[config.mk]
export PLATFORM = sky130hd
export DESIGN_NAME = dtb_access_check
export DESIGN_NICKNAME = d
export VERILOG_FILES = /design/src/rtl/dtb_chk_pkg.sv /design/src/rtl/dtb_va_classify.sv /design/src/rtl/dtb_perm_check.sv /design/src/rtl/dtb_fault_capture.sv /design/src/rtl/dtb_access_check.sv
export SDC_FILE = /design/constraint.sdc
export NUM_CORES = 1
export LEC_CHECK = 0
export ABC_AREA = 1
export BUFFER_PORTS_ARGS = -buffer_cell sky130_fd_sc_hd__buf_2
export CORE_ASPECT_RATIO = 1.75
export CORE_MARGIN = 8
export CORE_UTILIZATION = 50
export CTS_CLUSTER_DIAMETER = 200
export DETAILED_ROUTE_END_ITERATION = 16
export PLACE_DENSITY = 0.83
export SYNTH_ARGS = -nofsm -noshare
export SYNTH_HDL_FRONTEND = slang
export SYNTH_SLANG_ARGS = --single-unit
[constraint.sdc]
create_clock -name clk -period 3.9 [get_ports clk]
set_input_delay 0.39 -clock clk [delete_from_list [all_inputs] [get_ports clk]]
set_output_delay 0.39 -clock clk [all_outputs]
set_load 0.02 [all_outputs]
[src/rtl/dtb_chk_pkg.sv]
package dtb_chk_pkg;
  localparam int STAT_W = 6;
  localparam int ST_WR   = 0;
  localparam int ST_ACV  = 1;
  localparam int ST_FOR  = 2;
  localparam int ST_FOW  = 3;
  localparam int ST_MISS = 4;
  localparam int ST_BAD  = 5;

  typedef enum logic [2:0] {
    FLT_NONE     = 3'd0,
    FLT_ACCESS   = 3'd1,
    FLT_GENERAL  = 3'd2,
    FLT_MISS     = 3'd3,
    FLT_PTE_MISS = 3'd4
  } flt_e;

  typedef struct packed {
    flt_e              code;
    logic [STAT_W-1:0] stat;
  } verdict_t;
endpackage

[src/rtl/dtb_va_classify.sv]
module dtb_va_classify #(
  parameter int VA_W    = 64,
  parameter int VA_IMPL = 48,
  parameter int PA_W    = 44,
  parameter int SP_LO   = 41,
  parameter int SP_TAG  = 'h7E,
  parameter int EXT_BIT = 40
) (
  input  logic [VA_W-1:0] va,
  output logic            va_ok,
  output logic            is_sp,
  output logic [PA_W-1:0] sp_pa
);
  localparam int TOP_W = VA_W - VA_IMPL + 1;
  localparam int SP_W  = VA_IMPL - SP_LO;
  localparam int EXT_W = PA_W - EXT_BIT;

  logic [TOP_W-1:0] top_bits;

  always_comb begin
    top_bits = va[VA_W-1:VA_IMPL-1];
    va_ok    = (&top_bits) | ~(|top_bits);
    is_sp    = va_ok && (va[VA_IMPL-1:SP_LO] == SP_W'(SP_TAG));
    sp_pa    = {{EXT_W{va[EXT_BIT]}}, va[EXT_BIT-1:0]};
  end
endmodule

[src/rtl/dtb_perm_check.sv]
module dtb_perm_check
  import dtb_chk_pkg::*;
#(
  parameter int MODES = 4
) (
  input  logic                     write,
  input  logic [$clog2(MODES)-1:0] mode,
  input  logic                     hit,
  input  logic                     pte_fetch,
  input  logic [MODES-1:0]         rd_en,
  input  logic [MODES-1:0]         wr_en,
  input  logic                     fault_rd,
  input  logic                     fault_wr,
  output verdict_t                 verdict
);
  logic allowed;

  always_comb begin
    allowed = write ? wr_en[mode] : rd_en[mode];
    verdict.code = FLT_NONE;
    verdict.stat = '0;
    if (!hit) begin
      verdict.code          = pte_fetch ? FLT_PTE_MISS : FLT_MISS;
      verdict.stat[ST_MISS] = 1'b1;
      verdict.stat[ST_WR]   = write;
    end else if (write) begin
      if (!allowed) begin
        verdict.code         = FLT_GENERAL;
        verdict.stat[ST_WR]  = 1'b1;
        verdict.stat[ST_ACV] = 1'b1;
        verdict.stat[ST_FOW] = fault_wr;
      end else if (fault_wr) begin
        verdict.code         = FLT_GENERAL;
        verdict.stat[ST_WR]  = 1'b1;
        verdict.stat[ST_FOW] = 1'b1;
      end
    end else begin
      if (!allowed) begin
        verdict.code         = FLT_ACCESS;
        verdict.stat[ST_ACV] = 1'b1;
        verdict.stat[ST_FOR] = fault_rd;
      end else if (fault_rd) begin
        verdict.code         = FLT_GENERAL;
        verdict.stat[ST_FOR] = 1'b1;
      end
    end
  end
endmodule

[src/rtl/dtb_fault_capture.sv]
module dtb_fault_capture
  import dtb_chk_pkg::*;
#(
  parameter int VA_W      = 64,
  parameter int PAGE_BITS = 13,
  parameter int VPN_HI    = 42,
  parameter int FORM_SH   = 3
) (
  input  logic              clk,
  input  logic              rst,
  input  logic              fire,
  input  logic [VA_W-1:0]   va,
  input  logic [STAT_W-1:0] stat,
  input  logic [VA_W-1:0]   ptbase,
  output logic [VA_W-1:0]   cap_va,
  output logic [STAT_W-1:0] cap_stat,
  output logic [VA_W-1:0]   cap_form
);
  localparam int VPN_W = VPN_HI - PAGE_BITS + 1;

  logic [VA_W-1:0] form_next;

  always_comb begin
    form_next = ptbase | (VA_W'(va[VPN_HI:PAGE_BITS]) << FORM_SH);
  end

  always_ff @(posedge clk) begin
    if (rst) begin
      cap_va   <= '0;
      cap_stat <= '0;
      cap_form <= '0;
    end else if (fire) begin
      cap_va   <= va;
      cap_stat <= stat;
      cap_form <= form_next;
    end
  end

  logic unused_w;
  assign unused_w = ^VPN_W;
endmodule

[src/rtl/dtb_access_check.sv]
module dtb_access_check
  import dtb_chk_pkg::*;
#(
  parameter int VA_W      = 64,
  parameter int VA_IMPL   = 48,
  parameter int PA_W      = 44,
  parameter int PAGE_BITS = 13,
  parameter int VPN_HI    = 42,
  parameter int MODES     = 4,
  parameter int MODE_W    = $clog2(MODES),
  parameter int PFN_W     = PA_W - PAGE_BITS
) (
  input  logic              clk,
  input  logic              rst,
  input  logic              req_valid,
  input  logic [VA_W-1:0]   req_va,
  input  logic              req_write,
  input  logic [MODE_W-1:0] req_mode,
  input  logic              req_pte_fetch,
  input  logic              req_no_fault,
  input  logic              req_spec,
  input  logic              lk_hit,
  input  logic [MODES-1:0]  lk_rd_en,
  input  logic [MODES-1:0]  lk_wr_en,
  input  logic              lk_fault_rd,
  input  logic              lk_fault_wr,
  input  logic [PFN_W-1:0]  lk_pfn,
  input  logic [VA_W-1:0]   ptbase,
  output logic              rsp_valid,
  output logic [2:0]        rsp_fault,
  output logic [STAT_W-1:0] rsp_stat,
  output logic [PA_W-1:0]   rsp_pa,
  output logic [VA_W-1:0]   cap_va,
  output logic [STAT_W-1:0] cap_stat,
  output logic [VA_W-1:0]   cap_form
);
  localparam logic [MODE_W-1:0] KERNEL = '0;

  logic            va_ok;
  logic            is_sp;
  logic [PA_W-1:0] sp_pa;
  verdict_t        perm_v;
  verdict_t        final_v;
  logic [PA_W-1:0] pa_next;
  logic            capture;

  dtb_va_classify #(
    .VA_W(VA_W), .VA_IMPL(VA_IMPL), .PA_W(PA_W)
  ) u_class (
    .va(req_va), .va_ok(va_ok), .is_sp(is_sp), .sp_pa(sp_pa)
  );

  dtb_perm_check #(.MODES(MODES)) u_perm (
    .write(req_write), .mode(req_mode), .hit(lk_hit),
    .pte_fetch(req_pte_fetch), .rd_en(lk_rd_en), .wr_en(lk_wr_en),
    .fault_rd(lk_fault_rd), .fault_wr(lk_fault_wr), .verdict(perm_v)
  );

  always_comb begin
    final_v.code = FLT_NONE;
    final_v.stat = '0;
    pa_next      = '0;
    if (!va_ok) begin
      final_v.code          = FLT_GENERAL;
      final_v.stat[ST_BAD]  = 1'b1;
      final_v.stat[ST_ACV]  = 1'b1;
      final_v.stat[ST_WR]   = req_write;
    end else if (is_sp) begin
      if (req_mode != KERNEL) begin
        final_v.code         = FLT_ACCESS;
        final_v.stat[ST_ACV] = 1'b1;
        final_v.stat[ST_WR]  = req_write;
      end else begin
        pa_next = sp_pa;
      end
    end else begin
      final_v = perm_v;
      if (perm_v.code == FLT_NONE) pa_next = {lk_pfn, req_va[PAGE_BITS-1:0]};
    end
    capture = req_valid && (final_v.code != FLT_NONE) &&
              !req_pte_fetch && !req_no_fault && !req_spec;
  end

  always_ff @(posedge clk) begin
    if (rst) begin
      rsp_valid <= 1'b0;
      rsp_fault <= '0;
      rsp_stat  <= '0;
      rsp_pa    <= '0;
    end else begin
      rsp_valid <= req_valid;
      if (req_valid) begin
        rsp_fault <= final_v.code;
        rsp_stat  <= final_v.stat;
        rsp_pa    <= pa_next;
      end
    end
  end

  dtb_fault_capture #(
    .VA_W(VA_W), .PAGE_BITS(PAGE_BITS), .VPN_HI(VPN_HI)
  ) u_cap (
    .clk(clk), .rst(rst), .fire(capture), .va(req_va), .stat(final_v.stat),
    .ptbase(ptbase), .cap_va(cap_va), .cap_stat(cap_stat), .cap_form(cap_form)
  );
endmodule

==> out/metrics.cfg <==
[placement]
gp_congestion = 0.868
io_buffers = 366
hpwlAfterDp_microns = 21700
post-place-ws_ns = 0.570

[drt]
drt_first_iter_violations = 750
wl_microns = 30100
drc = 0
via_per_inst = 5.20
drtPass1Iterations = 6
wl_per_cell_microns = 16.4
ant_nets = 0
vias = 9564

[critical_path]
rrSetupSlack_ns = 3.19
required_ns = 4.21
crit_top_cell = nand2_1
endpoint_kind = register
path_cells = buf_2 -> nand2_1 -> nor2_1 -> nand2_1 -> nor2_1 -> nand2_1 -> nand2_2 -> nand2_2 -> nand2_1 -> nand2_1 -> nand3_4 -> buf_12 -> nand3_1 -> nand2_1 -> nor2_1
path_delay_family = simple AND/OR/NAND/NOR gates
reg2reg_depth = 2
cp-start-kind = input port
crit_type = in -> reg
path_buf_inv = 2
crit_cells = 15
cpPeakStageDelay_ns = 0.57
arrival_ns = 3.23
slowest_stage = buf_12
critPathMaxFanout = 207
reg2reg_from = rsp_pa[32]
critPathLaunch = req_va[61]

[sta]
setup_violations = 0
worst_pin_slew_ns = 0.990
post-route-period-util_pct = 75.0
final.min_clock_period_ns = 2.93
slew_headroom_pct = 33.9
finalMaxSlewViolations = 0
rsz0062_at_grt = false
max_freq_mhz = 342
finalSetupTns_ns = 0
finClkSkew_ns = 0
final_hold_viol_count = 0
setup_ws_ns = 0.974

[floorplanning]
core_sq_um = 17400
start_util_pct = 50.9
rows = 64
io_pins = 367
die_x_microns = 117
die_y_microns = 192
dieArea_sq_um = 22400

[global_routing]
gr-total-overflow = 0
grt_pass1_wl_microns = 45700
met2_usage_pct = 45.5
grt_pass1_vias = 8972
antenna_found_initial = 4
track_usage_pct = 25.9
met3_usage_pct = 7.37
busiest_layer = met2
grt_max_degree = 208
met1_usage_pct = 27.3

[finish]
final_nets = 1771
syn2layout_area_growth_pct = 26.3
most-common-layout-cells = buf_2 (366), nand2_1 (306), nor2_1 (196), dfxtp_1 (188), a21oi_1 (157)
multiInputGateArea_sq_um = 4210
layout-drive-gt1-share_pct = 27.9
layout_commonest_cell = buf_2
regArea_sq_um = 3760
n_fill_cell = 1588

[cts]
clock-sinks = 188
cts_resized = 0
cts_max_path_buffers = 2
post-cts-setup-buffers = 0
clock_latency_ns = 0.41
cts_htree_levels = 4
root_buffer = clkbuf_16
clkTransAtPathRegs_ns = 0.07
tritoncts = done
cts_hold_buf = 0
numCtsBuffers = 17

[yosys]
synth_nets = 1476
yosysWarnings = 0
syn_area_sq_um = 8850
ys_seq_area_share_pct = 42.5
synth_cell_types = 24
synthCells = 1297
synth_seq_cells = 188
postSynthAreaPerCell_sq_um = 6.82

[min_path]
hold_path_depth = 4
holdCritPathClass = in -> reg
min-delay-start = ptbase[4]

[pwr]
power_density_nw_per_um2 = 377
power_leakage_nw = 5.75
peakVddDrop_mv = 0.254

[status]
status = finished clean

[flow_run]
cap_violations = 0

==> final timing paths <==
| kind | end |
|---|---|
| worst max register to register | rsp_pa[32] |
| worst max-delay path | u_cap.cap_va[29] |
| worst min-delay path | u_cap.cap_form[4] |
| worst min register to register | rsp_pa[9] |
==> cells by family after synthesis <==
| family | count (synthesis) | share of synthesized area (%) |
|---|---|---|
| AOI/OAI and AO/OA | 195 | 11.8 |
| DFF | 188 | 42.5 |
| and+or+nand+nor | 712 | 35.6 |
| buffers and inverters | 202 | 10.0 |
==> per-layer routing <==
metal | routed length [microns] | part of all wire [%]
met1 | 10900 | 36
met2 | 15300 | 51
met3 | 2580 | 8.6
met4 | 1310 | 4.3
met5 | 18 | 0.060
==> state kept, by name (all words and copies together), names as in the netlist <==
signal	count
rsp_fault	3
rsp_pa	44
rsp_stat	6
rsp_valid	1
u_cap.cap_form	64
u_cap.cap_stat	6
u_cap.cap_va	64
==> report_power, final <==
group	switching, mW	internal (mW)
clock	0.770	0.922
combinational	0.325	0.200
sequential	0.0265	1.97
==> cell type report <==
class	count	area share, %
Timing Repair Buffer	376	17.4
Clock inverter	12	1.01
Multi-Input combinational cell	907	37.7
Clock buffer	20	4.09
Tap cell	231	2.59
Sequential cell	188	33.7
Inverter	102	3.45
Antenna cell	3	0.0672
==> synthesized netlist by cell type <==
master	instances	share of area, %
buf_8	1	0.17
o21ai_0	10	0.57
buf_1	14	0.59
clkbuf_1	52	2.2
inv_1	99	4.2
nand3_2	1	0.11
buf_4	6	0.51
inv_2	2	0.085
o211ai_1	28	2.4
nand3_1	95	5.4
clkinv_1	1	0.042
nor4_1	1	0.071
nor2_1	196	8.3
nand2_2	4	0.28
dfxtp_1	188	43
nand2_4	1	0.13
buf_6	10	1.3
nand4_1	28	2.0
nand3b_1	50	4.2
buf_2	17	0.96
or2_2	29	2.1
nand2_1	306	13
a21oi_1	157	8.9
nor3_1	1	0.057
==> tightest hold or removal path: cells and delay by family <==
kind / cells / cell delay, ns
simple gates: 3 / 0.19
buf+inv: 1 / 0.07
==> stage by stage <==
| step | hold WS, ns | power [mW] | cell area (sq um) | std cells | util (%) |
|---|---|---|---|---|---|
| final | 0.270 | 4.22 | 11200 | 1839 | 64.3 |
| after global routing | 0.267 | 4.39 | 11200 | 1838 | 64.3 |
| after CTS | 0.250 | 4.25 | 11200 | 1836 | 64.3 |
| after detailed placement | 0.452 | 2.57 | 10600 | 1804 | 61.0 |
| after global placement | 0.449 | 2.56 | 10600 | 1804 | 61.0 |
| after floorplan | 0.545 | 2.35 | 8850 | 1297 | - |
Power figures use the tool's default switching activity.
